<file path="config.mk">
export PLATFORM = sky130hd
export DESIGN_NAME = oc_addsub_unit
export DESIGN_NICKNAME = d
export VERILOG_FILES = /design/src/rtl/oc_arith_pkg.sv /design/src/rtl/oc_operand_stage.sv /design/src/rtl/oc_eac_adder.sv /design/src/rtl/oc_result_stage.sv /design/src/rtl/oc_addsub_unit.sv
export SDC_FILE = /design/constraint.sdc
export NUM_CORES = 1
export LEC_CHECK = 0
export BUFFER_PORTS_ARGS = -buffer_cell sky130_fd_sc_hd__clkbuf_2
export CORE_MARGIN = 3
export CORE_UTILIZATION = 45
export DETAILED_ROUTE_END_ITERATION = 7
export PLACE_DENSITY = 0.68
export SYNTH_ARGS = -nofsm -noshare
export SYNTH_HDL_FRONTEND = slang
export SYNTH_SLANG_ARGS = --single-unit
</file>
<file path="constraint.sdc">
create_clock -name clk -period 1.18 [get_ports clk]
set_clock_uncertainty 0.2 [all_clocks]
set_input_delay 0.059 -clock clk [delete_from_list [all_inputs] [get_ports clk]]
set_output_delay 0.059 -clock clk [all_outputs]
set_load 0.05 [all_outputs]
</file>
<file path="src/rtl/oc_arith_pkg.sv">
package oc_arith_pkg;

  typedef enum logic {
    OC_OP_ADD = 1'b0,
    OC_OP_SUB = 1'b1
  } oc_op_e;

endpackage

</file>
<file path="src/rtl/oc_operand_stage.sv">
module oc_operand_stage #(
  parameter int W = 18
) (
  input  logic [W-1:0] acc,
  input  logic [W-1:0] opnd,
  input  logic         is_sub,
  output logic [W-1:0] x,
  output logic [W-1:0] y
);

  // Subtract begins by inverting the accumulator; the operand goes straight in.
  function automatic logic [W-1:0] pre_complement(logic [W-1:0] v, logic inv);
    return inv ? ~v : v;
  endfunction

  assign x = pre_complement(acc, is_sub);
  assign y = opnd;

endmodule

</file>
<file path="src/rtl/oc_eac_adder.sv">
module oc_eac_adder #(
  parameter int W = 18
) (
  input  logic [W-1:0] x,
  input  logic [W-1:0] y,
  output logic [W-1:0] sum,
  output logic         end_carry,
  output logic         wrap_carry,
  output logic         ovf_event
);

  localparam int SW = W + 1;

  function automatic logic [SW-1:0] widen_add(logic [W-1:0] p, logic [W-1:0] q);
    return {1'b0, p} + {1'b0, q};
  endfunction

  function automatic logic [SW-1:0] fold_carry(logic [SW-1:0] first);
    return {1'b0, first[W-1:0]} + {{W{1'b0}}, first[W]};
  endfunction

  logic [SW-1:0] first_pass;
  logic [SW-1:0] second_pass;

  assign first_pass  = widen_add(x, y);
  assign end_carry   = first_pass[W];
  assign second_pass = fold_carry(first_pass);
  assign sum         = second_pass[W-1:0];
  assign wrap_carry  = second_pass[W];
  assign ovf_event   = (x[W-1] == y[W-1]) && (sum[W-1] != x[W-1]);

endmodule

</file>
<file path="src/rtl/oc_result_stage.sv">
module oc_result_stage #(
  parameter int W = 18
) (
  input  logic [W-1:0] sum,
  input  logic         is_sub,
  output logic [W-1:0] res,
  output logic         negzero_fix
);

  localparam logic [W-1:0] ALL_ONES = {W{1'b1}};

  // Add path: all ones becomes all zeros. Subtract path: invert only.
  function automatic logic [W-1:0] finish_word(logic [W-1:0] s, logic sub);
    if (sub) begin
      return ~s;
    end
    if (s == ALL_ONES) begin
      return '0;
    end
    return s;
  endfunction

  assign negzero_fix = !is_sub && (sum == ALL_ONES);
  assign res         = finish_word(sum, is_sub);

endmodule

</file>
<file path="src/rtl/oc_addsub_unit.sv">
module oc_addsub_unit #(
  parameter int W = 18
) (
  input  logic         clk,
  input  logic         rst_n,
  input  logic         in_valid,
  input  logic         in_sub,
  input  logic [W-1:0] in_acc,
  input  logic [W-1:0] in_opnd,
  input  logic         ovf_clr,
  output logic         out_valid,
  output logic [W-1:0] out_acc,
  output logic         out_ovf
);

  import oc_arith_pkg::*;

  oc_op_e       op_sel;
  logic [W-1:0] add_x;
  logic [W-1:0] add_y;
  logic [W-1:0] add_sum;
  logic [W-1:0] next_acc;
  logic         eac_end_carry;
  logic         eac_wrap_carry;
  logic         ovf_event;
  logic         negzero_fix;
  logic         is_sub;

  assign op_sel = oc_op_e'(in_sub);
  assign is_sub = (op_sel == OC_OP_SUB);

  oc_operand_stage #(.W(W)) u_pre (
    .acc    (in_acc),
    .opnd   (in_opnd),
    .is_sub (is_sub),
    .x      (add_x),
    .y      (add_y)
  );

  oc_eac_adder #(.W(W)) u_add (
    .x          (add_x),
    .y          (add_y),
    .sum        (add_sum),
    .end_carry  (eac_end_carry),
    .wrap_carry (eac_wrap_carry),
    .ovf_event  (ovf_event)
  );

  oc_result_stage #(.W(W)) u_post (
    .sum         (add_sum),
    .is_sub      (is_sub),
    .res         (next_acc),
    .negzero_fix (negzero_fix)
  );

  always_ff @(posedge clk or negedge rst_n) begin
    if (!rst_n) begin
      out_valid <= 1'b0;
      out_acc   <= '0;
      out_ovf   <= 1'b0;
    end else begin
      out_valid <= in_valid;
      if (in_valid) begin
        out_acc <= next_acc;
      end
      out_ovf <= (out_ovf && !ovf_clr) || (in_valid && ovf_event);
    end
  end

endmodule

</file>
# After elaboration in Yosys (flattened, before gate mapping)
# Cells that the tools add are included.
[totals] ff_bits=20 in_bits=41
[op_classes] n_addsub=2 n_eq_ne=3 mux=8 bitwise_logic=2 n_reduce_logical=5
[ops] cell="2-to-1 mux 18 bit" count=5
[ops] cell="NOT 18 bit" count=2
[ops] cell="adder 18 x 18 -> 19 bit" count=1
[ops] cell="adder 18 x 1 -> 18 bit" count=1
[ops] cell="equality test 18 bit, second input constant" count=1
[ops] cell="logical AND 1 bit" count=3
[ops] cell="2-to-1 mux 1 bit" count=3
[ops] cell="equality test 1 bit" count=1
[ops] cell="logical NOT 1 bit" count=1
[ops] cell="logical OR 1 bit" count=1
[ops] cell="inequality test 1 bit" count=1

# Longest topological paths before layout
# Gate-level depths: netlist (run 1).
[depth] ltp_word=9 ltp_mapped=25

# Hierarchy
# Synthesis (run 1) repeated with hierarchy kept, for this count alone.
[unflattened] hier_cells=303 area_unflattened_um2=2711.4
[modules_own_cells] mod="oc_eac_adder" n_inst=1 cells_each=174 area_per_inst_um2=1253.7
[modules_own_cells] mod="oc_addsub_unit" n_inst=1 cells_each=43 area_per_inst_um2=780.7
[modules_own_cells] mod="oc_result_stage" n_inst=1 cells_each=48 area_per_inst_um2=352.8
[modules_own_cells] mod="oc_operand_stage" n_inst=1 cells_each=38 area_per_inst_um2=324.1

# Least setup slack after synthesis (run 1)
# Ideal clock, no wire load.
[synth_timing] kind="in2reg" startpoint="input port in_sub" endpoint="register out_acc[10]" setup_ns=0.119 arrival_ns=5.542 required_time_ns=0.861 setup_slack_ns=-4.681 stages=25 path_buffers=4 path_cell_list="clkbuf_1 > clkbuf_1 > buf_1 > xor2_1 > ha_1 > inv_1 > fa_1 > nand2b_1 > a21boi_1 > o211a_1 > o31ai_1 > nand2b_1 > a21oi_1 > o21bai_1 > ha_1 > ha_1 > o2111ai_1 > a2111oi_4 > nor3b_2 > nand3_2 > or3_1 > a211o_1 > nor4_4 > buf_6 > nor2_2"
[synth_between] elab_chain_len=8
[synth_rtl] element="start: declaration" line="oc_addsub_unit.sv:7" rtl="input logic in_sub,"
[synth_rtl] element="2-to-1 mux 18 bit" line="oc_operand_stage.sv:13" rtl="return inv ? ~v : v;"
[synth_rtl] element="adder 18 x 18 -> 19 bit" line="oc_eac_adder.sv:15" rtl="return {1'b0, p} + {1'b0, q};"
[synth_rtl] element="adder 18 x 1 -> 18 bit" line="oc_eac_adder.sv:19" rtl="return {1'b0, first[W-1:0]} + {{W{1'b0}}, first[W]};"
[synth_rtl] element="equality test 18 bit / NOT 18 bit (equally long branches)"
[synth_rtl] element="2-to-1 mux 1 bit / 2-to-1 mux 18 bit (equally long branches)" line="oc_result_stage.sv:17, oc_result_stage.sv:14"
[synth_rtl] element="2-to-1 mux 1 bit / 2-to-1 mux 18 bit (equally long branches)" line="oc_result_stage.sv:17" rtl="if (s == ALL_ONES) begin"
[synth_rtl] element="2-to-1 mux 18 bit" line="oc_result_stage.sv:20" rtl="return s;"
[synth_rtl] element="2-to-1 mux 18 bit (*)" line="oc_result_stage.sv:17"
[synth_rtl] element="end signal: assignment" line="oc_addsub_unit.sv:64" rtl="out_acc <= next_acc;"
[synth_rtl] element="end: declaration" line="oc_addsub_unit.sv:12" rtl="output logic [W-1:0] out_acc,"
# Mark *: on every way between the ends. The rest lies on a longest branch, timed or not. The select of a mux whose other input is x is not followed.
# A chain may end at the register's enable or synchronous reset.

# Worst setup path in the final report (run 1)
[layout_timing] startpoint="input port in_sub" endpoint="register out_acc[8]"
# Same word-level chain as after synthesis.

==> results of run 1 <==
-- worst max-delay path, stage by stage --
cell,delay [ns]
clkbuf_16,0.14
buf_8,0.13
xor2_2,0.13
ha_1,0.29
o211a_1,0.23
a21boi_4,0.15
o211a_1,0.23
o31ai_2,0.23
nand2b_1,0.13
a21oi_2,0.16
o21bai_2,0.10
ha_2,0.22
ha_4,0.17
o2111ai_4,0.09
a2111oi_4,0.06
buf_4,0.17
buf_6,0.11
or3_1,0.31
a211o_1,0.28
a211oi_2,0.18
nand4_1,0.18
nor4_4,0.27
bufbuf_16,0.33
nor2_2,0.04
-- worst min path at each step --
| stage | slack (ns) | depth (start not counted) | startpoint | end |
|---|---|---|---|---|
| after CTS | 0.11 | 2 | rst_n | out_acc[11] |
| after detailed placement | -0.15 | 1 | rst_n | out_acc[3] |
| final | 0.12 | 2 | rst_n | out_acc[0] |
| after global placement | -0.16 | 1 | rst_n | out_acc[2] |
| after global routing | 0.18 | 4 | in_valid | out_acc[0] |
| after floorplan | -0.44 | 0 | rst_n | out_acc[0] |
-- synthesized netlist by cell type, types with 5 or more instances --
cell type,number
a211oi_1,5
a21o_1,8
a21oi_1,14
and2_1,7
clkbuf_1,8
dfrtp_1,20
ha_1,20
inv_1,10
mux2i_1,12
nand2_1,13
nand2b_1,8
nand3_1,6
nand4_1,6
nor2_1,15
nor2_2,10
o21ai_0,9
xnor2_1,26
xnor3_1,5
xor2_1,23
-- cell type report --
type	count	area, um^2	share of cell area, %
timing repair buffer	185	1330	30.6
inverter	10	37.5	0.865
sequential	20	500	11.5
tap	72	90.1	2.08
multi-input combinational	259	2340	54.0
clock buffer	3	41.3	0.952
-- registers in the layout (all words and copies together), names as in the netlist --
name and count:
out_ovf 1, out_valid 1, out_acc 18
-- placed cells by master, fill, tap and decap left out, types with 7 or more instances in the layout --
| master | n |
|---|---|
| nand2_1 | 13 |
| nor2_2 | 11 |
| buf_2 | 11 |
| nor2_1 | 14 |
| xnor2_1 | 25 |
| mux2i_1 | 12 |
| inv_1 | 9 |
| xor2_1 | 19 |
| a21oi_1 | 10 |
| ha_1 | 17 |
| dfrtp_1 | 20 |
| a21o_1 | 8 |
| o21ai_0 | 8 |
| buf_4 | 116 |
| nand2b_1 | 7 |
| clkbuf_2 | 45 |
-- metrics by stage --
stage	setup TNS (ns)	util, %
after floorplan	-67.68	-
after global placement	-63.78	69.3
after detailed placement	-67.85	69.3
after CTS	-60.47	75.2
after global routing	-63.21	76.0
final	-60.20	76.0
-- logic make-up after synthesis --
| kind of cell | after synthesis | synth area share (%) |
|---|---|---|
| AND/OR/NAND/NOR | 93 | 20.7 |
| AO/OA/AOI/OAI | 76 | 22.2 |
| XOR/XNOR | 57 | 21.4 |
| buffers and inverters | 21 | 3.40 |
| adder cells (fa/ha/maj) | 21 | 9.80 |
| flip-flops | 20 | 18.2 |
| multiplexers | 12 | 4.36 |
-- report_power, final --
group / switching [mW] / total [mW] / leakage (nW) / internal (mW)
sequential: 0.134 / 1.06 / 0.235 / 0.922
clock: 0.223 / 0.451 / 0.0216 / 0.227
combinational: 2.58 / 4.64 / 1.86 / 2.06
-- what timing repair did --
item | 4_1_cts | 5_1_grt
resized for setup | 15 | 32
hold buffers | 3 | 0
setup endpoints to repair | 19 | 33
cloned | 2 | 1
buffers inserted | 19 | 5
hold endpoints to repair | 22 | 0
pin swaps | 19 | 4
-- metal layers --
| layer | part of all wire (%) | global-route usage [%] | vias to the layer above |
|---|---|---|---|
| met5 | 0 | 0 | - |
| met4 | 1.6 | 4.39 | 0 |
| met3 | 4.3 | 2.45 | 14 |
| met2 | 52 | 43.3 | 74 |
| met1 | 42 | 27.3 | 1408 |
| li1 | - | - | 1455 |
==> impl_metrics.py, run 1 <==
metrics = {
    "place": {
        "place_inst": 524,
        "dp_hpwl_um": 6080,
        "place_area_um2": 3950,
        "port_buffers": 60,
        "finalWeightedCongestion": 0.844,
        "post-place-ws_ns": -3.63,
    },
    "yosys": {
        "synth_top_area_cell": "dfrtp_1",
        "synthTopCellsByArea": "dfrtp_1 (18%), ha_1 (9.1%), xnor2_1 (8.3%)",
        "yosysSeqAreaShare_pct": 18.2,
        "ys.flop_type": "dfrtp_1",
        "syn_avg_cell_area_um2": 9.19,
        "ys_types": 63,
        "netlist_instances": 300,
        "synth_enable_flop_cells": 0,
        "yosysWarnings": 0,
        "async_flop_share_pct": 100,
        "ys_seq_elements": 20,
        "syn_area_um2": 2760,
        "synth_nets": 362,
        "synth_top_area_share_pct": 18.2,
    },
    "worst_setup_path": {
        "arrival_ns": 4.39,
        "cp-start-kind": "input pin",
        "rr_endpoint": "out_acc[2]",
        "crit-reg2reg-launch": "out_acc[2]",
        "cp-endpoint": "out_acc[8]",
        "crit_fanout": 5,
        "worstSetupEndpointType": "register",
        "rrSetupSlack_ns": 0.22,
        "crit_start": "in_sub",
        "crit_type": "in -> reg",
        "r2r_cells": 2,
        "critPathRequiredTime_ns": 1.12,
    },
    "power": {
        "total_power_mw": 6.14,
        "power_density_nw_per_um2": 1420,
        "irDropWorstVdd_uv": 1210,
        "p_leak_nw": 2.11,
    },
    "hold_path": {
        "hold_class": "in -> async",
    },
    "grt": {
        "antenna_found_initial": 0,
        "grt_max_degree": 28,
        "grt_pass1_vias": 3033,
        "track_usage_pct": 22.7,
        "grt_first_pass_wirelength_um": 13500,
        "grt.overflow.total": 0,
    },
    "layout": {
        "fillerInstances": 403,
        "drive_gt1_share_pct": 51.2,
        "diodes": 0,
        "finalNetCount": 541,
        "area_delta_synth_final_pct": 57.4,
        "stdcell_area_um2": 4340,
        "instances_no_fill": 549,
    },
    "die": {
        "die_area_um2": 7100,
        "initial_core_util_pct": 48.3,
        "std_cell_rows": 27,
        "die_w_um": 84.3,
        "ios": 61,
        "fp.coreArea_um2": 5710,
        "die_h_um": 84.3,
    },
    "flow_run": {
        "maxCapViolCount": 0,
    },
    "route": {
        "drc_errors": 0,
        "drt_iter0_drc": 143,
        "via_per_inst": 5.38,
        "wl_um": 8150,
        "num_vias": 2951,
        "detail_route.wl_per_cell_um": 14.8,
        "drtPass1Iterations": 4,
        "final_antenna_net_count": 0,
    },
    "timing": {
        "fmax_mhz": 225,
        "worstMarginPinSlew_ns": 0.657,
        "setup_viol": 19,
        "slew_headroom_pct": 56.1,
        "fin_ws_ns": -3.27,
        "report.final.slew_viol_count": 0,
        "rsz0062_at_grt": "yes",
        "post-route-period-util_pct": 377,
        "finalHoldViolations": 0,
        "fin_crit_ns": 4.45,
        "hold_ws_ns": 0.117,
    },
    "clocking": {
        "cts_buffers": 3,
        "cts_tree": "built",
        "cts_htree_levels": 1,
        "cts-root-buf": "clkbuf_8",
        "clk_pin_slew_ns": 0.07,
        "clock_sinks": 20,
        "cts_buffer_depth": 2,
        "clock_latency_ns": 0.26,
    },
    "run_status": {
        "outcome": "finished with violations",
        "violations": "setup timing",
    },
}
No activity file was read; power rests on OpenSTA's default activity.
==> inputs of run 2 (changes only) <==
CELL_PAD_IN_SITES_DETAIL_PLACEMENT = 2   (was default)
CELL_PAD_IN_SITES_GLOBAL_PLACEMENT = 2   (was default)
CORE_UTILIZATION = 34   (was 45)
PLACE_DENSITY = default   (was 0.68)
PLACE_DENSITY_LB_ADDON = 0.1   (was default)
==> impl_metrics.py, run 2 <==
metrics = {
    "yosys": {
        "synth_nets": 362,
        "yosysSeqAreaShare_pct": 18.2,
        "synthMostInstantiatedCell": "xnor2_1",
        "synth_top_area_cell": "dfrtp_1",
        "syn_area_um2": 2760,
        "netlist_instances": 300,
        "ys_seq_elements": 20,
        "synth_enable_flop_cells": 0,
        "syn_avg_cell_area_um2": 9.19,
        "synth_top_area_share_pct": 18.2,
        "netlist_top_cells_count": "xnor2_1 (26), xor2_1 (23), dfrtp_1 (20), ha_1 (20), nor2_1 (15)",
        "ys.flop_type": "dfrtp_1",
        "yosysWarnings": 0,
        "ys_types": 63,
        "async_flop_share_pct": 100,
        "synthTopCellsByArea": "dfrtp_1 (18%), ha_1 (9.1%), xnor2_1 (8.3%)",
    },
    "timing": {
        "grt_worst_setup_endpoint": "out_acc[1]$_DFFE_PN0P_/D",
        "worst-ep-kind": "sequential cell input",
    },
    "die": {
        "std_cell_rows": 32,
        "ios": 61,
        "die_w_um": 96.0,
        "initial_core_util_pct": 35.3,
        "die_h_um": 96.0,
    },
    "place": {
        "finalWeightedCongestion": 0.779,
        "port_buffers": 60,
        "dp_hpwl_um": 9900,
    },
    "run_status": {
        "outcome": "aborted with a tool error",
        "stop_stage": "global routing",
        "firstError": "[ERROR GRT-0232] Routing congestion too high. Check the congestion heatmap in the GUI.",
    },
    "grt": {
        "grt.overflow.total": 37,
        "track_usage_pct": 67.0,
        "grt_max_degree": 28,
        "antenna_found_initial": 1,
    },
    "clocking": {
        "cts_buffers": 3,
        "cts-root-buf": "clkbuf_8",
        "cts_htree_levels": 1,
        "clock_sinks": 20,
        "cts_buffer_depth": 2,
    },
}
[run 2: logic make-up after synthesis]
family          synth area share [%]
fa+ha+maj                       9.80
mux                             4.36
buf+inv                         3.40
compound gates                  22.2
flops                           18.2
simple gates                    20.7
xor+xnor                        21.4
[run 2: per-layer routing]
metal / GRT overflow / GRT usage [%]
met1: 0 / 64.3
met5: 0 / 12.5
met2: 17 / 84.4
met4: 20 / 67.8
met3: 0 / 54.6
[run 2: what timing repair did]
item / 4_1_cts
gates cloned: 1
buffers inserted: 9
pin swaps: 14
endpoints found under the setup margin: 31
resized for setup: 34
hold endpoints to repair: 21
hold buffers: 2
[run 2: metrics by stage]
step	instances	setup slack (ns)	utilization [%]	cell area, um^2
4_1_cts	574	-3.33	55.5	4330
3_5_place_dp	558	-3.98	51.3	4010
3_3_place_gp	558	-3.63	51.3	4010
2_1_floorplan	300	-3.66	-	2880
==> inputs of run 3 (changes only) <==
CELL_PAD_IN_SITES_DETAIL_PLACEMENT = default   (was 2)
CELL_PAD_IN_SITES_GLOBAL_PLACEMENT = default   (was 2)
CORE_UTILIZATION = 30   (was 34)
PLACE_DENSITY_LB_ADDON = 0.15   (was 0.1)
==> impl_metrics.py, run 3 (synthesis gave the netlist of run 1 again) <==
metrics = {
    "route": {
        "drt_iter0_drc": 39,
        "via_per_inst": 4.85,
        "drtPass1Iterations": 4,
        "wl_um": 8380,
        "num_vias": 2908,
        "drc_errors": 0,
        "detail_route.wl_per_cell_um": 14.0,
        "final_antenna_net_count": 0,
    },
    "layout": {
        "fin_util_pct": 52.7,
        "stdcell_area_um2": 4640,
        "largest-register": "out_acc",
        "multiInputGateArea_um2": 2410,
        "largest_register_ffs": 18,
        "ff_latch_area_um2": 500,
        "fillerInstances": 838,
        "largestRegisters": "out_acc x18, out_ovf x1, out_valid x1",
        "area_delta_synth_final_pct": 68.5,
        "drive_gt1_share_pct": 53.6,
        "finalNetCount": 554,
        "layout_common_cells": "buf_4 (125), clkbuf_2 (42), xnor2_1 (25)",
        "mostFrequentLayoutCell": "buf_4",
        "diodes": 0,
        "instances_no_fill": 599,
    },
    "clocking": {
        "cts_buffers": 3,
        "cts_htree_levels": 1,
        "clock_sinks": 20,
        "cts_tree": "built",
        "cts-root-buf": "clkbuf_8",
        "clk_pin_slew_ns": 0.08,
        "cts_buffer_depth": 2,
        "clock_latency_ns": 0.26,
    },
    "timing": {
        "worstMarginPinSlew_ns": 0.640,
        "post-route-period-util_pct": 385,
        "fmax_mhz": 220,
        "rsz0062_at_grt": "yes",
        "fin_crit_ns": 4.54,
        "slew_headroom_pct": 57.2,
        "report.final.slew_viol_count": 0,
        "setup_viol": 19,
        "fin_ws_ns": -3.36,
        "finalHoldViolations": 0,
    },
    "worst_setup_path": {
        "critPathRequiredTime_ns": 1.11,
        "rr_endpoint": "out_acc[7]",
        "crit_fanout": 5,
        "slowest_stage": "fa_2",
        "r2r_cells": 2,
        "critPathTopFamily": "compound AO/OA/AOI/OAI gates",
        "crit_top_cell": "buf_4",
        "cp_slowest_stage_delay_ns": 0.36,
        "worst-path-buf-inv": 8,
        "cp-start-kind": "input pin",
        "rrSetupSlack_ns": 0.19,
        "crit-reg2reg-launch": "out_acc[7]",
        "crit_type": "in -> reg",
        "worstSetupEndpointType": "register",
        "arrival_ns": 4.47,
    },
    "power": {
        "power_density_nw_per_um2": 1370,
        "seqPwrFrac_pct": 16.4,
        "p_switching_mw": 2.96,
        "total_power_mw": 6.37,
        "p_leak_nw": 2.22,
        "irDropWorstVdd_uv": 879,
        "clkPwrFrac_pct": 8.4,
        "p_int_mw": 3.41,
        "swShare_pct": 46.5,
        "combPwrFrac_pct": 75.2,
    },
    "grt": {
        "grt.overflow.total": 0,
        "grt_first_pass_wirelength_um": 13800,
        "antenna_found_initial": 0,
        "grt_pass1_vias": 3011,
        "grt_max_degree": 28,
        "track_usage_pct": 16.2,
    },
    "hold_path": {
        "hold_class": "in -> reg",
        "min-delay-start": "in_valid",
        "holdPathStages": 2,
        "min_to": "out_valid",
    },
    "die": {
        "fp.coreArea_um2": 8810,
        "std_cell_rows": 34,
        "die_area_um2": 10400,
        "ios": 61,
        "die_h_um": 102,
        "initial_core_util_pct": 31.3,
        "die_w_um": 102,
    },
    "place": {
        "finalWeightedCongestion": 0.838,
        "post-place-ws_ns": -3.70,
        "port_buffers": 60,
        "place_inst": 559,
        "dp_hpwl_um": 6370,
        "place_area_um2": 3990,
    },
    "run_status": {
        "outcome": "finished with violations",
        "violations": "setup timing",
    },
    "flow_run": {
        "maxCapViolCount": 0,
    },
}
run 3: power by group through the flow:
stage	registers, mW	logic [mW]	clock network [mW]
6_report	1.04	4.79	0.535
3_5_place_dp	1.07	4.32	0
3_3_place_gp	1.07	4.29	0
2_1_floorplan	1.90	1.99	0
5_1_grt	1.07	5.18	0.585
4_1_cts	1.05	4.57	0.535
run 3: per-layer routing:
metal / wire length [um] / vias to the layer above / GRT usage [%]
met5: 0 / - / 0
met4: 30 / 0 / 1.51
met3: 234 / 5 / 2.05
met2: 4290 / 42 / 29.4
met1: 3820 / 1386 / 21.5
li1: - / 1475 / -
run 3: final cells by class:
type | count | share of cell area, %
Inverter | 10 | 0.808
Clock buffer | 4 | 1.19
Tap cell | 108 | 2.91
Sequential cell | 20 | 10.8
Multi-Input combinational cell | 259 | 51.9
Timing Repair Buffer | 198 | 32.4
run 3: timing repair:
item,CTS,global route
gates cloned,3,1
hold endpoints to repair,21,0
resized for setup,27,46
buffers inserted,20,14
pin swaps,22,28
hold buffers,2,0
endpoints found under the setup margin,20,35
run 3: how the worst max path moves through the flow:
stage                        to  depth (start not counted)  slack, ns      start
detailed placement  out_acc[17]                         23      -3.70  in_acc[0]
floorplan           out_acc[10]                         25      -3.66     in_sub
finish               out_acc[1]                         27      -3.36     in_sub
global route         out_acc[1]                         27      -3.58     in_sub
CTS                  out_acc[9]                         25      -3.30     in_sub
global placement     out_acc[1]                         23      -3.63  in_acc[0]
run 3: through the flow:
stage | setup TNS [ns] | hold slack (ns)
2_1_floorplan | -67.68 | -0.437
3_3_place_gp | -68.22 | -0.153
3_5_place_dp | -69.44 | -0.148
4_1_cts | -61.67 | 0.0160
5_1_grt | -66.99 | 0.0274
6_report | -62.85 | 0.0161
==> inputs of run 4 (changes only) <==
clock period = 4.4 ns   (was 1.18 ns; I/O delays follow)
==> impl_metrics.py, run 4 (synthesis gave the netlist of run 1 again) <==
metrics = {
    "run_status": {
        "outcome": "finished with violations",
        "violations": "setup timing",
    },
    "clocking": {
        "clock_latency_ns": 0.26,
        "cts_htree_levels": 1,
        "cts_tree": "built",
        "cts-root-buf": "clkbuf_8",
        "clock_sinks": 20,
        "cts_buffers": 3,
        "clk_pin_slew_ns": 0.07,
        "cts_buffer_depth": 2,
    },
    "worst_setup_path": {
        "crit-reg2reg-launch": "out_acc[8]",
        "rrSetupSlack_ns": 3.41,
        "worstSetupEndpointType": "register",
        "critPathRequiredTime_ns": 4.31,
        "rr_endpoint": "out_acc[8]",
        "crit_top_cell": "nor4_4",
        "cp-start-kind": "input pin",
        "crit_type": "in -> reg",
        "worst-path-buf-inv": 6,
        "critPathTopFamily": "simple AND/OR/NAND/NOR gates",
        "slowest_stage": "fa_2",
        "crit_fanout": 5,
        "r2r_cells": 2,
        "cp_slowest_stage_delay_ns": 0.36,
        "arrival_ns": 4.54,
    },
    "timing": {
        "fin_crit_ns": 4.63,
        "setup_viol": 19,
        "fmax_mhz": 216,
        "finalHoldViolations": 0,
        "rsz0062_at_grt": "yes",
        "finalSetupTns_ns": -3.65,
        "fin_ws_ns": -0.226,
        "worstMarginPinSlew_ns": 0.799,
        "slew_headroom_pct": 46.6,
        "report.final.slew_viol_count": 0,
        "post-route-period-util_pct": 105,
    },
    "route": {
        "drc_errors": 0,
        "final_antenna_net_count": 0,
        "drt_iter0_drc": 57,
        "drtPass1Iterations": 4,
        "wl_um": 7640,
        "via_per_inst": 4.94,
        "num_vias": 2688,
        "detail_route.wl_per_cell_um": 14.1,
    },
    "layout": {
        "layout_common_cells": "buf_4 (74), clkbuf_2 (59), xnor2_1 (25)",
        "diodes": 0,
        "finalNetCount": 499,
        "largest_register_ffs": 18,
        "mostFrequentLayoutCell": "buf_4",
        "drive_gt1_share_pct": 46.8,
        "fin_util_pct": 46.9,
        "area_delta_synth_final_pct": 49.8,
        "fillerInstances": 877,
        "largestRegisters": "out_acc x18, out_ovf x1, out_valid x1",
        "largest-register": "out_acc",
    },
    "grt": {
        "antenna_found_initial": 0,
        "grt.overflow.total": 0,
        "grt_pass1_vias": 2718,
        "grt_first_pass_wirelength_um": 12500,
        "grt_max_degree": 29,
        "track_usage_pct": 14.7,
    },
    "power": {
        "irDropWorstVdd_uv": 222,
        "p_leak_nw": 1.93,
        "power_density_nw_per_um2": 375,
    },
    "die": {
        "die_h_um": 102,
        "fp.coreArea_um2": 8810,
        "initial_core_util_pct": 31.3,
        "die_w_um": 102,
        "die_area_um2": 10400,
        "ios": 61,
        "std_cell_rows": 34,
    },
    "place": {
        "finalWeightedCongestion": 0.800,
        "dp_hpwl_um": 5910,
        "port_buffers": 60,
    },
    "hold_path": {
        "min-delay-start": "ovf_clr",
        "holdPathStages": 3,
        "min_to": "out_ovf",
        "hold_class": "in -> reg",
    },
    "flow_run": {
        "maxCapViolCount": 0,
    },
}
run 4: changes by cell type in the layout (fill, tap and decap cells not counted), sizes merged:
cell,previous run,this run
buf,146,81
dlygate4sd3,2,1
clkbuf,54,65
run 4: layout make-up:
type                    instances  area, um^2  share of cell area [%]
repair buffers                143        1040                    25.3
inverters                      10        37.5                   0.909
clock buffers                   4        55.1                    1.33
multi-input cells             259        2360                    57.1
well taps                     108         135                    3.27
flip-flops and latches         20         500                    12.1
run 4: tightest hold or removal path: stages:
cell and delay, ns:
clkbuf_2 0.08, inv_1 0.04, a32o_1 0.12
run 4: metrics by stage:
stage	area (um^2)	power [mW]	worst slack (ns)	std cells	hold slack, ns
after CTS	3990	1.53	-0.201	539	0.0263
after global routing	4130	1.66	-0.464	544	0.0690
after global placement	3650	1.32	-0.433	514	0.00852
after detailed placement	3650	1.32	-0.552	514	0.00878
final	4130	1.55	-0.226	544	0.0292
after floorplan	2880	1.04	-0.606	300	-0.276
run 4: worst max path at each step:
stage	start	to	slack, ns	depth (start not counted)
2_1_floorplan	in_sub	out_acc[10]	-0.61	25
4_1_cts	in_sub	out_acc[3]	-0.20	25
6_report	in_sub	out_acc[17]	-0.23	25
5_1_grt	in_sub	out_acc[0]	-0.46	25
3_5_place_dp	in_sub	out_acc[7]	-0.55	23
3_3_place_gp	in_sub	out_acc[0]	-0.43	23
run 4: repair_timing:
item	in CTS	in global routing
gates resized for setup	18	17
hold buffers	1	0
gates cloned	3	1
buffers inserted	17	6
hold endpoints to repair	20	0
setup endpoints to repair	18	19
pin swaps	15	17
run 4: power by group:
| group | total [mW] | switching (mW) | internal, mW |
|---|---|---|---|
| clock network | 0.142 | 0.0619 | 0.0797 |
| registers | 0.283 | 0.0357 | 0.247 |
| logic | 1.12 | 0.657 | 0.466 |
| total | 1.55 | 0.755 | 0.793 |
run 4: per-layer routing:
layer / global-route usage, % / vias up / wire (um)
met5: 0 / - / 0
met4: 1.61 / 0 / 89
li1: - / 1370 / -
met2: 26.1 / 47 / 3760
met1: 19.8 / 1263 / 3540
met3: 1.91 / 8 / 263
